**src/rtl/tm_pkg.sv**
```systemverilog
package tm_pkg;
    // Consecutive failing windows before the no-tone flag is raised.
    localparam int FAIL_LIMIT = 3;

    function automatic logic maj3(input logic [2:0] v);
        return (v[0] & v[1]) | (v[0] & v[2]) | (v[1] & v[2]);
    endfunction
endpackage

```
**src/rtl/tm_in_filter.sv**
```systemverilog
module tm_in_filter
    import tm_pkg::*;
(
    input  logic clk,
    input  logic rst_n,
    input  logic sig_in,
    output logic rise
);
    typedef struct packed {
        logic [1:0] sync;
        logic [2:0] hist;
        logic       filt;
        logic       prev;
    } flt_t;

    flt_t s_d, s_q;

    always_comb begin
        s_d      = s_q;
        s_d.sync = {s_q.sync[0], sig_in};
        s_d.hist = {s_q.hist[1:0], s_q.sync[1]};
        s_d.filt = maj3(s_q.hist);
        s_d.prev = s_q.filt;
    end

    always_ff @(posedge clk or negedge rst_n) begin
        if (!rst_n) s_q <= '0;
        else        s_q <= s_d;
    end

    assign rise = s_q.filt & ~s_q.prev;
endmodule

```
**src/rtl/tm_period_meter.sv**
```systemverilog
module tm_period_meter #(
    parameter int PER_W = 18,
    parameter int TH_W  = 8
) (
    input  logic             clk,
    input  logic             rst_n,
    input  logic             rise,
    input  logic [TH_W-1:0]  thresh,
    output logic             ev_valid,
    output logic             ev_pass,
    output logic [PER_W-1:0] ev_ticks
);
    localparam logic [PER_W-1:0] CNT_MAX = '1;

    typedef struct packed {
        logic [PER_W-1:0] cnt;
        logic             have;
        logic             sat;
        logic [PER_W-1:0] prev;
        logic             prev_ok;
        logic             ev_valid;
        logic             ev_pass;
        logic [PER_W-1:0] ev_ticks;
    } pm_t;

    pm_t s_d, s_q;
    logic [PER_W-1:0] diff;

    always_comb begin
        s_d          = s_q;
        s_d.ev_valid = 1'b0;
        s_d.ev_pass  = 1'b0;
        diff = (s_q.cnt >= s_q.prev) ? (s_q.cnt - s_q.prev) : (s_q.prev - s_q.cnt);
        if (rise) begin
            if (s_q.have && !s_q.sat) begin
                if (s_q.prev_ok) begin
                    s_d.ev_valid = 1'b1;
                    s_d.ev_pass  = (diff < PER_W'(thresh));
                    s_d.ev_ticks = s_q.cnt;
                end
                s_d.prev    = s_q.cnt;
                s_d.prev_ok = 1'b1;
            end else begin
                s_d.prev_ok = 1'b0;
            end
            s_d.have = 1'b1;
            s_d.sat  = 1'b0;
            s_d.cnt  = PER_W'(1);
        end else if (s_q.cnt == CNT_MAX) begin
            s_d.sat     = 1'b1;
            s_d.prev_ok = 1'b0;
        end else begin
            s_d.cnt = s_q.cnt + 1'b1;
        end
    end

    always_ff @(posedge clk or negedge rst_n) begin
        if (!rst_n) begin
            s_q     <= '0;
            s_q.cnt <= PER_W'(1);
        end else begin
            s_q <= s_d;
        end
    end

    assign ev_valid = s_q.ev_valid;
    assign ev_pass  = s_q.ev_pass;
    assign ev_ticks = s_q.ev_ticks;
endmodule

```
**src/rtl/tm_divider.sv**
```systemverilog
module tm_divider #(
    parameter int NUM_W = 20,
    parameter int DEN_W = 20
) (
    input  logic             clk,
    input  logic             rst_n,
    input  logic             start,
    input  logic [NUM_W-1:0] num,
    input  logic [DEN_W-1:0] den,
    output logic             busy,
    output logic             done,
    output logic [NUM_W-1:0] quot
);
    localparam int IDX_W = $clog2(NUM_W + 1);

    typedef struct packed {
        logic             busy;
        logic             done;
        logic [IDX_W-1:0] left;
        logic [NUM_W-1:0] num_sh;
        logic [DEN_W-1:0] den;
        logic [DEN_W-1:0] rem;
        logic [NUM_W-1:0] quo;
    } dv_t;

    dv_t s_d, s_q;
    logic [DEN_W:0] rem_sh;
    logic [DEN_W:0] rem_sub;
    logic           take;

    always_comb begin
        s_d      = s_q;
        s_d.done = 1'b0;
        rem_sh   = {s_q.rem, s_q.num_sh[NUM_W-1]};
        rem_sub  = rem_sh - {1'b0, s_q.den};
        take     = (rem_sh >= {1'b0, s_q.den});
        if (s_q.busy) begin
            s_d.rem    = take ? rem_sub[DEN_W-1:0] : rem_sh[DEN_W-1:0];
            s_d.quo    = {s_q.quo[NUM_W-2:0], take};
            s_d.num_sh = {s_q.num_sh[NUM_W-2:0], 1'b0};
            s_d.left   = s_q.left - 1'b1;
            if (s_q.left == IDX_W'(1)) begin
                s_d.busy = 1'b0;
                s_d.done = 1'b1;
            end
        end else if (start) begin
            s_d.busy   = 1'b1;
            s_d.left   = IDX_W'(NUM_W);
            s_d.num_sh = num;
            s_d.den    = den;
            s_d.rem    = '0;
            s_d.quo    = '0;
        end
    end

    always_ff @(posedge clk or negedge rst_n) begin
        if (!rst_n) s_q <= '0;
        else        s_q <= s_d;
    end

    assign busy = s_q.busy;
    assign done = s_q.done;
    assign quot = s_q.quo;
endmodule

```
**src/rtl/tone_meter.sv**
```systemverilog
module tone_meter
    import tm_pkg::*;
#(
    parameter int WIN_TICKS = 490560,
    parameter int PER_W     = 18,
    parameter int TH_W      = 8
) (
    input  logic            clk,
    input  logic            rst_n,
    input  logic            tone_in,
    input  logic [TH_W-1:0] thresh,
    input  logic            clr_done,
    input  logic            byte_sel,
    output logic [7:0]      result_byte,
    output logic            done,
    output logic            notone
);
    localparam int WC_W  = $clog2(WIN_TICKS);
    localparam int CNT_W = $clog2(WIN_TICKS + 1);
    localparam int SUM_W = $clog2(WIN_TICKS + (2 ** PER_W) + 1);
    localparam int DEN_W = CNT_W + 1;
    localparam logic [WC_W-1:0] WIN_LAST = WC_W'(WIN_TICKS - 1);

    typedef struct packed {
        logic [WC_W-1:0]  win_cnt;
        logic [CNT_W-1:0] n_sc;
        logic [CNT_W-1:0] n_ps;
        logic [SUM_W-1:0] sum;
        logic [1:0]       fails;
        logic             notone;
        logic             done;
        logic [15:0]      result;
    } top_t;

    top_t s_d, s_q;

    logic             rise;
    logic             ev_valid, ev_pass;
    logic [PER_W-1:0] ev_ticks;
    logic             div_start, div_busy, div_done;
    logic [SUM_W-1:0] div_quot;
    logic [SUM_W-1:0] sum_n;
    logic [CNT_W-1:0] sc_n, ps_n;
    logic             win_end, win_good, quot_ok;
    logic             res_load, fail_evt;
    logic [CNT_W+1:0] good4, scored3;

    tm_in_filter u_flt (
        .clk    (clk),
        .rst_n  (rst_n),
        .sig_in (tone_in),
        .rise   (rise)
    );

    tm_period_meter #(.PER_W(PER_W), .TH_W(TH_W)) u_per (
        .clk      (clk),
        .rst_n    (rst_n),
        .rise     (rise),
        .thresh   (thresh),
        .ev_valid (ev_valid),
        .ev_pass  (ev_pass),
        .ev_ticks (ev_ticks)
    );

    tm_divider #(.NUM_W(SUM_W), .DEN_W(DEN_W)) u_div (
        .clk   (clk),
        .rst_n (rst_n),
        .start (div_start),
        .num   (sum_n),
        .den   ({ps_n, 1'b0}),
        .busy  (div_busy),
        .done  (div_done),
        .quot  (div_quot)
    );

    always_comb begin
        s_d = s_q;

        // accumulate this cycle's period into the running window totals
        sc_n  = s_q.n_sc;
        ps_n  = s_q.n_ps;
        sum_n = s_q.sum;
        if (ev_valid) begin
            sc_n = s_q.n_sc + 1'b1;
            if (ev_pass) begin
                ps_n  = s_q.n_ps + 1'b1;
                sum_n = s_q.sum + SUM_W'(ev_ticks);
            end
        end

        win_end   = (s_q.win_cnt == WIN_LAST);
        good4     = {ps_n, 2'b00};
        scored3   = (CNT_W+2)'(sc_n) + (CNT_W+2)'({sc_n, 1'b0});
        win_good  = (ps_n != '0) && (good4 >= scored3);
        div_start = 1'b0;
        fail_evt  = 1'b0;
        res_load  = 1'b0;

        if (win_end) begin
            s_d.win_cnt = '0;
            s_d.n_sc    = '0;
            s_d.n_ps    = '0;
            s_d.sum     = '0;
            if (win_good && !div_busy) div_start = 1'b1;
            else                       fail_evt  = 1'b1;
        end else begin
            s_d.win_cnt = s_q.win_cnt + 1'b1;
            s_d.n_sc    = sc_n;
            s_d.n_ps    = ps_n;
            s_d.sum     = sum_n;
        end

        quot_ok = ((div_quot >> 16) == '0) && (div_quot[15:0] != 16'h0);
        if (div_done) begin
            if (quot_ok) res_load = 1'b1;
            else         fail_evt = 1'b1;
        end

        if (clr_done) s_d.done = 1'b0;

        if (res_load) begin
            s_d.result = div_quot[15:0];
            s_d.done   = 1'b1;
            s_d.fails  = '0;
            s_d.notone = 1'b0;
        end else if (fail_evt) begin
            if (s_q.fails != 2'd3) s_d.fails = s_q.fails + 1'b1;
            if (32'(s_q.fails) + 1 >= FAIL_LIMIT) s_d.notone = 1'b1;
        end
    end

    always_ff @(posedge clk or negedge rst_n) begin
        if (!rst_n) s_q <= '0;
        else        s_q <= s_d;
    end

    assign result_byte = byte_sel ? s_q.result[15:8] : s_q.result[7:0];
    assign done        = s_q.done;
    assign notone      = s_q.notone;
endmodule

```
**config.mk**
```make
export PLATFORM = sky130hd
export DESIGN_NAME = tone_meter
export DESIGN_NICKNAME = d
export VERILOG_FILES = /design/src/rtl/tm_pkg.sv /design/src/rtl/tm_in_filter.sv /design/src/rtl/tm_period_meter.sv /design/src/rtl/tm_divider.sv /design/src/rtl/tone_meter.sv
export SDC_FILE = /design/constraint.sdc
export NUM_CORES = 1
export LEC_CHECK = 0
export BUFFER_PORTS_ARGS = -buffer_cell sky130_fd_sc_hd__buf_4
export CAP_MARGIN = 20
export CORE_MARGIN = 2
export CORE_UTILIZATION = 30
export DETAILED_ROUTE_END_ITERATION = 10
export SLEW_MARGIN = 20
export SYNTH_ARGS = -nofsm -noshare
export SYNTH_HDL_FRONTEND = slang
export SYNTH_SLANG_ARGS = --single-unit
```
**constraint.sdc**
```tcl
create_clock -name clk -period 7.22 [get_ports clk]
set_input_delay 2.166 -clock clk [delete_from_list [all_inputs] [get_ports clk]]
set_output_delay 2.166 -clock clk [all_outputs]
set_load 0.02 [all_outputs]
```
* After elaboration in Yosys (flattened, before gate mapping)
Index checks and enable logic that the tools add are counted.
Operators by class: add/subtract/negate cells 12, $mul 0, divide/modulo/power cells 0, $lt $le $gt $ge 5, equal/unequal tests 5, shift-type cells 0, mux-type cells 40, bitwise logic cells 8, reductions and logical operators 20
Operator list (count):
- $mux W20 | 6
- $mux W85 | 1
- $mux W77 | 1
- $add A19 B1 Y19 const B | 3
- $mux W19 | 3
- $mux W18 | 3
- $mux W40 | 1
- $sub A18 B18 Y18 | 2
- $mux W25 | 1
- $add A19 B20 Y21 | 1
- $ge A21 B20 Y1 | 1
- $ge A21 B21 Y1 | 1
- $add A20 B18 Y20 | 1
- $logic_not A20 Y1 | 1
- $sub A20 B20 Y20 | 1
- $eq A19 B19 Y1 const B | 1
- $reduce_bool A19 Y1 | 1
- $add A18 B1 Y18 const B | 1
- $eq A18 B18 Y1 const B | 1
- $ge A18 B18 Y1 | 1
- $lt A18 B8 Y1 | 1
- $mux W1 | 18
- $mux W17 | 1
- $reduce_bool A16 Y1 | 1
- 17 further kinds | 37
Storage, ports and cells: bits in registers 249, latch bits 0, RAM bits 0, ROM bits 0, input port bits 13, output and inout bits 10, word-level logic and storage cells 117, memories 0

* Longest topological paths before layout
Gate-level depths: netlist of the first run.
word-level depth 12, gate-level depth with buffers 28

* By module
From an unflattened synthesis of the first run, not the netlist that was laid out.
Unflattened totals: cell total of the unflattened synthesis 1894, area total of the unflattened synthesis 16910.0 um2
By module, submodules not included:
- tone_meter | times used 1, cells each 770, area an instance 7026.7 um2
- tm_divider | times used 1, cells each 549, area an instance 4968.5 um2
- tm_period_meter | times used 1, cells each 566, area an instance 4722.0 um2
- tm_in_filter | times used 1, cells each 9, area an instance 192.7 um2

* Worst setup path after synthesis of the first run
Ideal clock, no wire load.
path kind register -> register, start point reg s_q[59] (netlist bit), end point reg u_div.s_q, in the netlist u_div.rem_sh[10], setup time 0.083 ns, arrival time 5.082 ns, data required time 7.137 ns, setup slack 2.055 ns, cell stages (with the launch flop) 28, buffers on the path 1, clock period less this slack 5.165 ns, path through dfrtp_1 > ha_1 > and4_1 > and2_1 > nand4_1 > xnor2_1 > ha_1 > a21oi_1 > nor2b_1 > a21o_1 > o41ai_1 > or4_1 > a31oi_1 > o21ai_0 > nand2b_1 > a21o_1 > xnor2_1 > ha_1 > a2111oi_0 > o21ai_0 > a221oi_1 > nor2_1 > a21oi_1 > a31oi_1 > a21oi_1 > clkbuf_1 > a22oi_1 > o21ai_0
On the way: word-level cells in the longest chain between the ends 9
RTL lines:
- start, declared | RTL line tone_meter.sv:35 | top_t s_d, s_q;
- start signal, assigned | RTL line tone_meter.sv:133 | if (!rst_n) s_q <= '0;
- start signal, assigned | RTL line tone_meter.sv:134 | else s_q <= s_d;
- $add A19 B1 Y19 | RTL line tone_meter.sv:84 | sc_n = s_q.n_sc + 1'b1;
- $mux W19 * | RTL line tone_meter.sv:83 | if (ev_valid) begin
- $add A19 B20 Y21 * | RTL line tone_meter.sv:93 | scored3 = (CNT_W+2)'(sc_n) + (CNT_W+2)'({sc_n, 1'b0});
- $ge A21 B21 Y1 * | RTL line tone_meter.sv:94 | win_good = (ps_n != '0) && (good4 >= scored3);
- $logic_and A1 B1 Y1 * | RTL line tone_meter.sv:94
- $logic_and A1 B1 Y1 * | RTL line tone_meter.sv:104 | if (win_good && !div_busy) div_start = 1'b1;
- $mux W1 * | RTL line tone_meter.sv:104
- $mux W1 * | RTL line tone_meter.sv:99 | if (win_end) begin
- $reduce_bool A2 Y1 (no source line) *
- end signal, assigned | RTL line tm_divider.sv:57 | if (!rst_n) s_q <= '0;
- end signal, assigned | RTL line tm_divider.sv:58 | else s_q <= s_d;
- end, declared | RTL line tm_divider.sv:26 | dv_t s_d, s_q;
Every way passes the cells marked *; elsewhere a longest branch is shown, timed or not. A chain may end at the register's enable or synchronous reset.

* Worst setup path in the final report of the first run
start point reg s_q[59] (netlist bit), end point reg u_div.s_q[63] (netlist bit)
The elaborated chain is that of the path after synthesis.

==> results of run 1 <==
cell families (layout without fill, tap and decap cells):
| group | count (synthesis) | after routing | synth area share (%) |
|---|---|---|---|
| other | 0 | 1 | 0 |
| buffers and inverters | 184 | 202 | 4.78 |
| multiplexers | 35 | 35 | 2.36 |
| XOR/XNOR | 127 | 127 | 7.18 |
| adder cells (fa/ha/maj) | 131 | 131 | 10.8 |
| flip-flops | 249 | 249 | 40.2 |
| AO/OA/AOI/OAI | 417 | 417 | 17.1 |
| AND/OR/NAND/NOR | 590 | 590 | 17.6 |
cells in the final DEF (no fill, tap or decap), types with 26 or more instances in the layout:
master	instances
sky130_fd_sc_hd__dfrtp_1	247
sky130_fd_sc_hd__nand2_1	226
sky130_fd_sc_hd__nor2_1	156
sky130_fd_sc_hd__o21ai_0	145
sky130_fd_sc_hd__ha_1	125
sky130_fd_sc_hd__inv_1	118
sky130_fd_sc_hd__a21oi_1	86
sky130_fd_sc_hd__xnor2_1	80
sky130_fd_sc_hd__xor2_1	47
sky130_fd_sc_hd__nand3_1	44
sky130_fd_sc_hd__a21o_1	29
sky130_fd_sc_hd__a22oi_1	29
sky130_fd_sc_hd__clkbuf_16	29
sky130_fd_sc_hd__buf_4	28
sky130_fd_sc_hd__and3_1	27
sky130_fd_sc_hd__nor3_1	26
per-stage QoR:
stage	power (W)	utilization (%)	hold WS [ns]	instance area, um^2	cells
after floorplan	0.00273	-	0.331	15500	1733
after global placement	0.00307	31.9	0.336	16300	2378
after detailed placement	0.00309	31.9	0.335	16300	2378
after CTS	0.00468	33.9	0.349	17300	2431
after global routing	0.00493	33.9	0.359	17300	2431
final	0.00463	33.9	0.349	17300	2432
final timing paths:
check,startpoint,endpoint,slack [ns],cells past startpoint
setup / recovery,s_q[59]$_DFF_PN0_,u_div.s_q[63]$_DFFE_PN0P_,1.00,27
hold / removal,u_flt.s_d[6]$_DFF_PN0_,u_flt.s_d[2]$_DFF_PN0_,0.35,0
setup reg to reg,s_q[59]$_DFF_PN0_,u_div.s_q[63]$_DFFE_PN0P_,1.00,27
hold reg to reg,u_flt.s_d[6]$_DFF_PN0_,u_flt.s_d[2]$_DFF_PN0_,0.35,0
max in group asynchronous,rst_n,s_q[38]$_DFF_PN0_,4.30,2
min in group asynchronous,rst_n,s_q[76]$_DFF_PN0_,1.70,1
worst max-delay path: stages (launching register included):
cell                        delay [ns]
sky130_fd_sc_hd__dfrtp_1          0.40
sky130_fd_sc_hd__ha_1             0.18
sky130_fd_sc_hd__and4_1           0.31
sky130_fd_sc_hd__and2_1           0.25
sky130_fd_sc_hd__nand4_1          0.14
sky130_fd_sc_hd__xnor2_1          0.28
sky130_fd_sc_hd__ha_1             0.34
sky130_fd_sc_hd__a21oi_1          0.15
sky130_fd_sc_hd__nor2b_1          0.06
sky130_fd_sc_hd__a21o_1           0.18
sky130_fd_sc_hd__o41ai_1          0.55
sky130_fd_sc_hd__or4_1            0.20
sky130_fd_sc_hd__a31oi_1          0.08
sky130_fd_sc_hd__o21ai_0          0.23
sky130_fd_sc_hd__nand2b_1         0.09
sky130_fd_sc_hd__a21o_1           0.22
sky130_fd_sc_hd__xnor2_1          0.13
sky130_fd_sc_hd__ha_1             0.19
sky130_fd_sc_hd__a2111oi_0        0.33
sky130_fd_sc_hd__o21ai_0          0.16
sky130_fd_sc_hd__a221oi_1         0.27
sky130_fd_sc_hd__nor2_1           0.07
sky130_fd_sc_hd__a21oi_1          0.15
sky130_fd_sc_hd__a31oi_1          0.11
sky130_fd_sc_hd__nand2_2          0.33
sky130_fd_sc_hd__buf_4            0.33
sky130_fd_sc_hd__nor2_1           0.08
sky130_fd_sc_hd__a221o_1          0.27
layout make-up:
| cell class | instances | area [um^2] | share of cell area, % |
|---|---|---|---|
| Sequential cell | 249 | 6230 | 35.9 |
| Inverter | 119 | 447 | 2.58 |
| Clock inverter | 14 | 203 | 1.17 |
| Antenna cell | 1 | 2.50 | 0.0144 |
| Multi-Input combinational cell | 1300 | 8540 | 49.2 |
| Tap cell | 680 | 851 | 4.91 |
| Clock buffer | 39 | 823 | 4.75 |
| Timing Repair Buffer | 30 | 245 | 1.41 |
layer usage:
metal,share of wire [%],vias to the layer above
li1,-,6040
met1,47,5768
met2,47,194
met3,3.3,58
met4,2.7,0
met5,0,-
power by group:
group | leakage [nW] | total, W | switching, W | internal, W
Combinational | 4.24 | 0.00158 | 0.000885 | 0.000699
Sequential | 3.42 | 0.00149 | 0.0000483 | 0.00144
Clock | 0.493 | 0.00156 | 0.000609 | 0.000947
sequential cells by signal, summed over array words and instances (netlist names), 2 cells and up:
name            cells
u_flt.s_d           5
u_flt.s_q           2
u_per.s_q          39
u_div.s_q          43
u_div.rem_sh       21
s_q                95
u_per.ev_ticks     18
u_div.quot         20
==> parameters.txt, run 1 <==
Parameter                              Value

Pwr
  PwrDens    267 mW/mm^2
  Leakage power    8.15 nW
  IR drop worst, VDD    0.285 mV

Global routing
  GRT Residual Overflow    0
  Met3 global-route usage    1.43%
  Largest net degree at the start of global routing    126
  Global routing met1 resource utilization    17.2%
  Global routing met2 resource utilization    21.8%
  Vias in the first global route    12.2k
  Most used routing layer in global routing    met2
  Initial antenna violation count    0
  Aggregate global-route resource usage    12.9%
  Wire length of the first global-routing pass    58.9 mm

Worst setup path
  Signal arrival time at the worst endpoint    6.65 ns
  Top fanout value on the critical path    28
  Setup CP Type    register to register
  Worst path required time    7.65 ns
  Type of origin of the critical path    register
  Kind of end point of the critical path    register

Logic synthesis
  Yosys reg bits    249
  Synthesized netlist net count    1876
  Top-area cell type share of the netlist area    40.0%
  Top FF cell, synth    sky130_fd_sc_hd__dfrtp_1
  Post-synth EDFFs    0
  Ys async rst share    100%
  Leading cell types by total area after synthesis    sky130_fd_sc_hd__dfrtp_1 40%, sky130_fd_sc_hd__ha_1 10%, sky130_fd_sc_hd__nand2_1 5.5%
  Cell type with the largest total area after synthesis    sky130_fd_sc_hd__dfrtp_1
  Avg Cell Area, Syn    8.95 um^2
  Sequential element share of the synthesized area    40.2%
  Number of distinct library cells after synthesis    78
  Post-synthesis cell count    1733
  Top post-synthesis cells by count    248 x sky130_fd_sc_hd__dfrtp_1, 228 x sky130_fd_sc_hd__nand2_1, 156 x sky130_fd_sc_hd__nor2_1
  Yosys warning count    0
  Synthesized area    0.0155 mm^2
  Dominant cell by count in the synthesized netlist    sky130_fd_sc_hd__dfrtp_1

Route
  Vias per inst    4.96
  Post-route antenna net violation count    0
  Total iterations of the first detailed-routing run    5
  Number of DRC markers in iteration 0    794
  Post-route DRC violation count    0
  Count of vias placed by the detailed router    12.1k
  DR WL/cell    14.1 um
  Post-detailed-routing wire length    34.2 mm

Clocking
  Number of buffers added for setup after CTS    0
  CTS buffer count    29
  Insertion delay to the later sink of the worst-skew pair    0.56 ns
  Htree depth    1
  Hold buffers post-CTS    0
  Clock tree from TritonCTS    done
  Number of clock sinks    249
  Clock slew seen by the registers of the worst setup and hold paths    0.06 ns
  Clock buffer depth    3
  Clock root buffer    sky130_fd_sc_hd__clkbuf_16
  CTS-repair resized insts    0

Die
  Floorplan core area    0.0512 mm^2
  Die outline width    231 um
  Starting density of the core    30.3%
  Number of core rows    83
  Area of the die    0.0535 mm^2
  DIE HEIGHT    231 um
  Top Ports    23

Final layout
  Layout cells sized above 1    6.74%
  Signed area change from the synthesized netlist to the final layout    11.9%
  Total of fill cells in the finished design    5224
  Final net count    1872

Run
  Max-cap violation count    0

Timing
  Setup TNS    0 ns
  Number of max-slew violations in the final report    0
  Share of the clock period used by the worst path after layout    86.1%
  Tightest slew margin relative to the limit    34.0%
  Highest achievable clock rate    161 MHz
  Slew @ Worst Pin    0.990 ns
  Setup repair after global routing missed its margin    false
  Crit path time final    6.22 ns
  Total count of hold-check failures in the final report    0
  Final setup fails    0
  Final worst slack    1.00 ns
  Clock tree skew after final layout    0.0163 ns

Placed design
  Number of port buffers    22
  Setup WS pre-CTS    1.06 ns
  Gpl congestion    0.863
  HPWL after detailed placement    24.5 mm

Run status
  Result of the run    completed

Hold path
  Worst hold path class    register to register
Power figures use the tool's default switching activity.
==> run 2, diff against run 1 <==
--- a/config.mk
+++ b/config.mk
@@ -9,6 +9,7 @@
 export CAP_MARGIN = 20
 export CORE_MARGIN = 2
 export CORE_UTILIZATION = 30
+export CTS_BUF_LIST = sky130_fd_sc_hd__clkbuf_4 sky130_fd_sc_hd__clkbuf_8
 export DETAILED_ROUTE_END_ITERATION = 10
 export SLEW_MARGIN = 20
 export SYNTH_ARGS = -nofsm -noshare
==> run 2 against run 1 <==
Effect of this change:
- clock power down 8%
- largest power group unchanged
- routed wire length rose by 1.0%
- critical path type unchanged
- clock skew up 0.0012 ns
- clock-buffer cell count rose by 34
- worst setup slack lost 0.043 ns
- power fell by 2.8%
- sequential share of layout area up 0.11 points
- die area did not move
- sequential cell count unchanged
- global-route usage rose by 0.12 points
==> parameters.txt, run 2 (same netlist as run 1, synthesis figures left out) <==
Parameter                              Value

Timing
  Setup repair after global routing missed its margin    false
  Setup TNS    0 ns
  Number of max-slew violations in the final report    0
  Slew @ Worst Pin    0.999 ns
  Total count of hold-check failures in the final report    0
  Crit path time final    6.26 ns
  Share of the clock period used by the worst path after layout    86.7%
  Clock tree skew after final layout    0.0175 ns
  Final worst slack    0.961 ns
  Highest achievable clock rate    160 MHz
  Tightest slew margin relative to the limit    33.4%
  Final setup fails    0

Route
  Post-detailed-routing wire length    34.5 mm
  Wire length the detailed router placed on met1    16.0 mm
  DR WL/cell    14.0 um
  Total iterations of the first detailed-routing run    5
  Post-route antenna net violation count    0
  Number of DRC markers in iteration 0    795
  Routed length on met3    1.28 mm
  Wire length on met2    16.2 mm
  Count of vias placed by the detailed router    12.1k
  Post-route DRC violation count    0
  Top layer used by detailed routing    met4
  Vias per inst    4.93

Die
  Top Ports    23
  Floorplan core area    0.0512 mm^2
  DIE HEIGHT    231 um
  Starting density of the core    30.3%
  Number of core rows    83
  Die outline width    231 um
  Area of the die    0.0535 mm^2

Hold path
  Worst hold path class    register to register
  Worst hold endpoint    u_flt.s_d[2]$_DFF_PN0_
  Startpoint of the lowest-slack hold path    u_flt.s_d[6]$_DFF_PN0_
  Number of cells on the worst hold path    0

Global routing
  Aggregate global-route resource usage    13.1%
  Largest net degree at the start of global routing    126
  GRT Residual Overflow    0
  Vias in the first global route    12.2k
  Initial antenna violation count    1
  Wire length of the first global-routing pass    59.1 mm

Final layout
  Final net count    1887
  Top reg by flops    s_q
  Most common cell after layout, fill and taps aside    sky130_fd_sc_hd__dfrtp_1
  Layout cells sized above 1    8.38%
  Total of fill cells in the finished design    5248
  Registers with the highest flip-flop counts    s_q (95), u_div.s_q (43), u_per.s_q (39)
  Footprint of the flip-flops and latches    0.00623 mm^2
  Commonest cells after routing, fill and taps aside    247 x sky130_fd_sc_hd__dfrtp_1, 226 x sky130_fd_sc_hd__nand2_1, 156 x sky130_fd_sc_hd__nor2_1
  Multi-input gate area    0.00854 mm^2
  Max reg flops    95
  Signed area change from the synthesized netlist to the final layout    11.5%

Worst setup path
  R2R depth    27
  Kind of end point of the critical path    register
  Type of origin of the critical path    register
  Register-to-Register Setup Slack    0.96 ns
  Signal arrival time at the worst endpoint    6.70 ns
  End of the worst register-to-register path    u_div.s_q[63]$_DFFE_PN0P_
  Setup CP Type    register to register
  Critical register-to-register path startpoint    s_q[59]$_DFF_PN0_
  Worst path required time    7.66 ns
  Top fanout value on the critical path    28

Clocking
  Number of clock sinks    249
  Number of buffers added for setup after CTS    0
  Htree depth    2
  Clock slew seen by the registers of the worst setup and hold paths    0.06 ns
  Hold buffers post-CTS    0
  Clock tree from TritonCTS    done
  CTS-repair resized insts    0
  Clock root buffer    sky130_fd_sc_hd__clkbuf_8
  Clock buffer depth    3
  Insertion delay to the later sink of the worst-skew pair    0.56 ns
  CTS buffer count    44

Placed design
  HPWL after detailed placement    24.5 mm
  Gpl congestion    0.863
  Setup WS pre-CTS    1.06 ns
  Number of port buffers    22

Pwr
  Leakage power    8.18 nW
  IR drop worst, VDD    0.281 mV
  PwrDens    260 mW/mm^2

Run
  Max-cap violation count    0

Run status
  Result of the run    completed
## run 2: cell count changes in the layout (fill, tap and decap cells not counted)
cell	change
sky130_fd_sc_hd__clkbuf_8	+48
sky130_fd_sc_hd__clkbuf_16	-29
sky130_fd_sc_hd__clkbuf_4	+19
sky130_fd_sc_hd__clkbuf_1	-4
sky130_fd_sc_hd__clkinvlp_4	-4
sky130_fd_sc_hd__bufinv_16	-2
sky130_fd_sc_hd__clkinv_2	+1
sky130_fd_sc_hd__clkinv_4	-1
sky130_fd_sc_hd__inv_16	-1
## run 2: worst max path at each step
stage | startpoint | cells past startpoint | to | slack (ns)
after global placement | s_q[59]$_DFF_PN0_ | 27 | u_div.s_q[63]$_DFFE_PN0P_ | 1.21
after detailed placement | s_q[59]$_DFF_PN0_ | 27 | u_div.s_q[63]$_DFFE_PN0P_ | 1.06
final | s_q[59]$_DFF_PN0_ | 27 | u_div.s_q[63]$_DFFE_PN0P_ | 0.96
after global routing | s_q[59]$_DFF_PN0_ | 27 | u_div.quot[11]$_DFFE_PN0P_ | 0.07
after CTS | s_q[59]$_DFF_PN0_ | 27 | u_div.s_q[63]$_DFFE_PN0P_ | 1.02
after floorplan | s_q[59]$_DFF_PN0_ | 27 | u_div.rem_sh[10]$_DFFE_PN0P_ | 2.06
## run 2: cell type report
type	count	share of cell area, %
antenna	1	0.0145
clock inverter	7	0.514
multi-input combinational	1300	49.4
sequential	249	36.0
clock buffer	73	5.12
timing repair buffer	30	1.42
inverter	119	2.58
tap	680	4.92
## run 2: routing by layer
metal | vias up | track usage [%]
met5 | - | 0
met4 | 0 | 5.10
met3 | 65 | 1.81
met2 | 206 | 21.7
met1 | 5783 | 17.2
li1 | 6061 | -
## run 2: metrics by stage
stage / utilization, % / cells / instance area [um^2] / hold WS (ns) / power [W]
6_report: 33.8 / 2459 / 17300 / 0.347 / 0.00450
5_1_grt: 33.8 / 2459 / 17300 / 0.357 / 0.00482
4_1_cts: 33.8 / 2458 / 17300 / 0.347 / 0.00456
3_5_place_dp: 31.9 / 2378 / 16300 / 0.335 / 0.00309
3_3_place_gp: 31.9 / 2378 / 16300 / 0.336 / 0.00307
2_1_floorplan: - / 1733 / 15500 / 0.331 / 0.00273
## run 2: power breakdown
group	switching (W)	internal (W)
registers	0.0000474	0.00144
logic	0.000876	0.000699
clock network	0.000591	0.000845
total	0.00151	0.00299
## run 2: critical path, cell delays in order, from the launching register on
cell and delay, ns:
sky130_fd_sc_hd__dfrtp_1 0.40, sky130_fd_sc_hd__ha_1 0.18, sky130_fd_sc_hd__and4_1 0.31, sky130_fd_sc_hd__and2_1 0.25, sky130_fd_sc_hd__nand4_1 0.14, sky130_fd_sc_hd__xnor2_1 0.28
sky130_fd_sc_hd__ha_1 0.34, sky130_fd_sc_hd__a21oi_1 0.15, sky130_fd_sc_hd__nor2b_1 0.06, sky130_fd_sc_hd__a21o_1 0.18, sky130_fd_sc_hd__o41ai_1 0.56, sky130_fd_sc_hd__or4_1 0.21
sky130_fd_sc_hd__a31oi_1 0.08, sky130_fd_sc_hd__o21ai_0 0.23, sky130_fd_sc_hd__nand2b_1 0.09, sky130_fd_sc_hd__a21o_1 0.21, sky130_fd_sc_hd__xnor2_1 0.13, sky130_fd_sc_hd__ha_1 0.19
sky130_fd_sc_hd__a2111oi_0 0.35, sky130_fd_sc_hd__o21ai_0 0.16, sky130_fd_sc_hd__a221oi_1 0.27, sky130_fd_sc_hd__nor2_1 0.06, sky130_fd_sc_hd__a21oi_1 0.16, sky130_fd_sc_hd__a31oi_1 0.11
sky130_fd_sc_hd__nand2_2 0.32, sky130_fd_sc_hd__buf_4 0.34, sky130_fd_sc_hd__nor2_1 0.08, sky130_fd_sc_hd__a221o_1 0.26
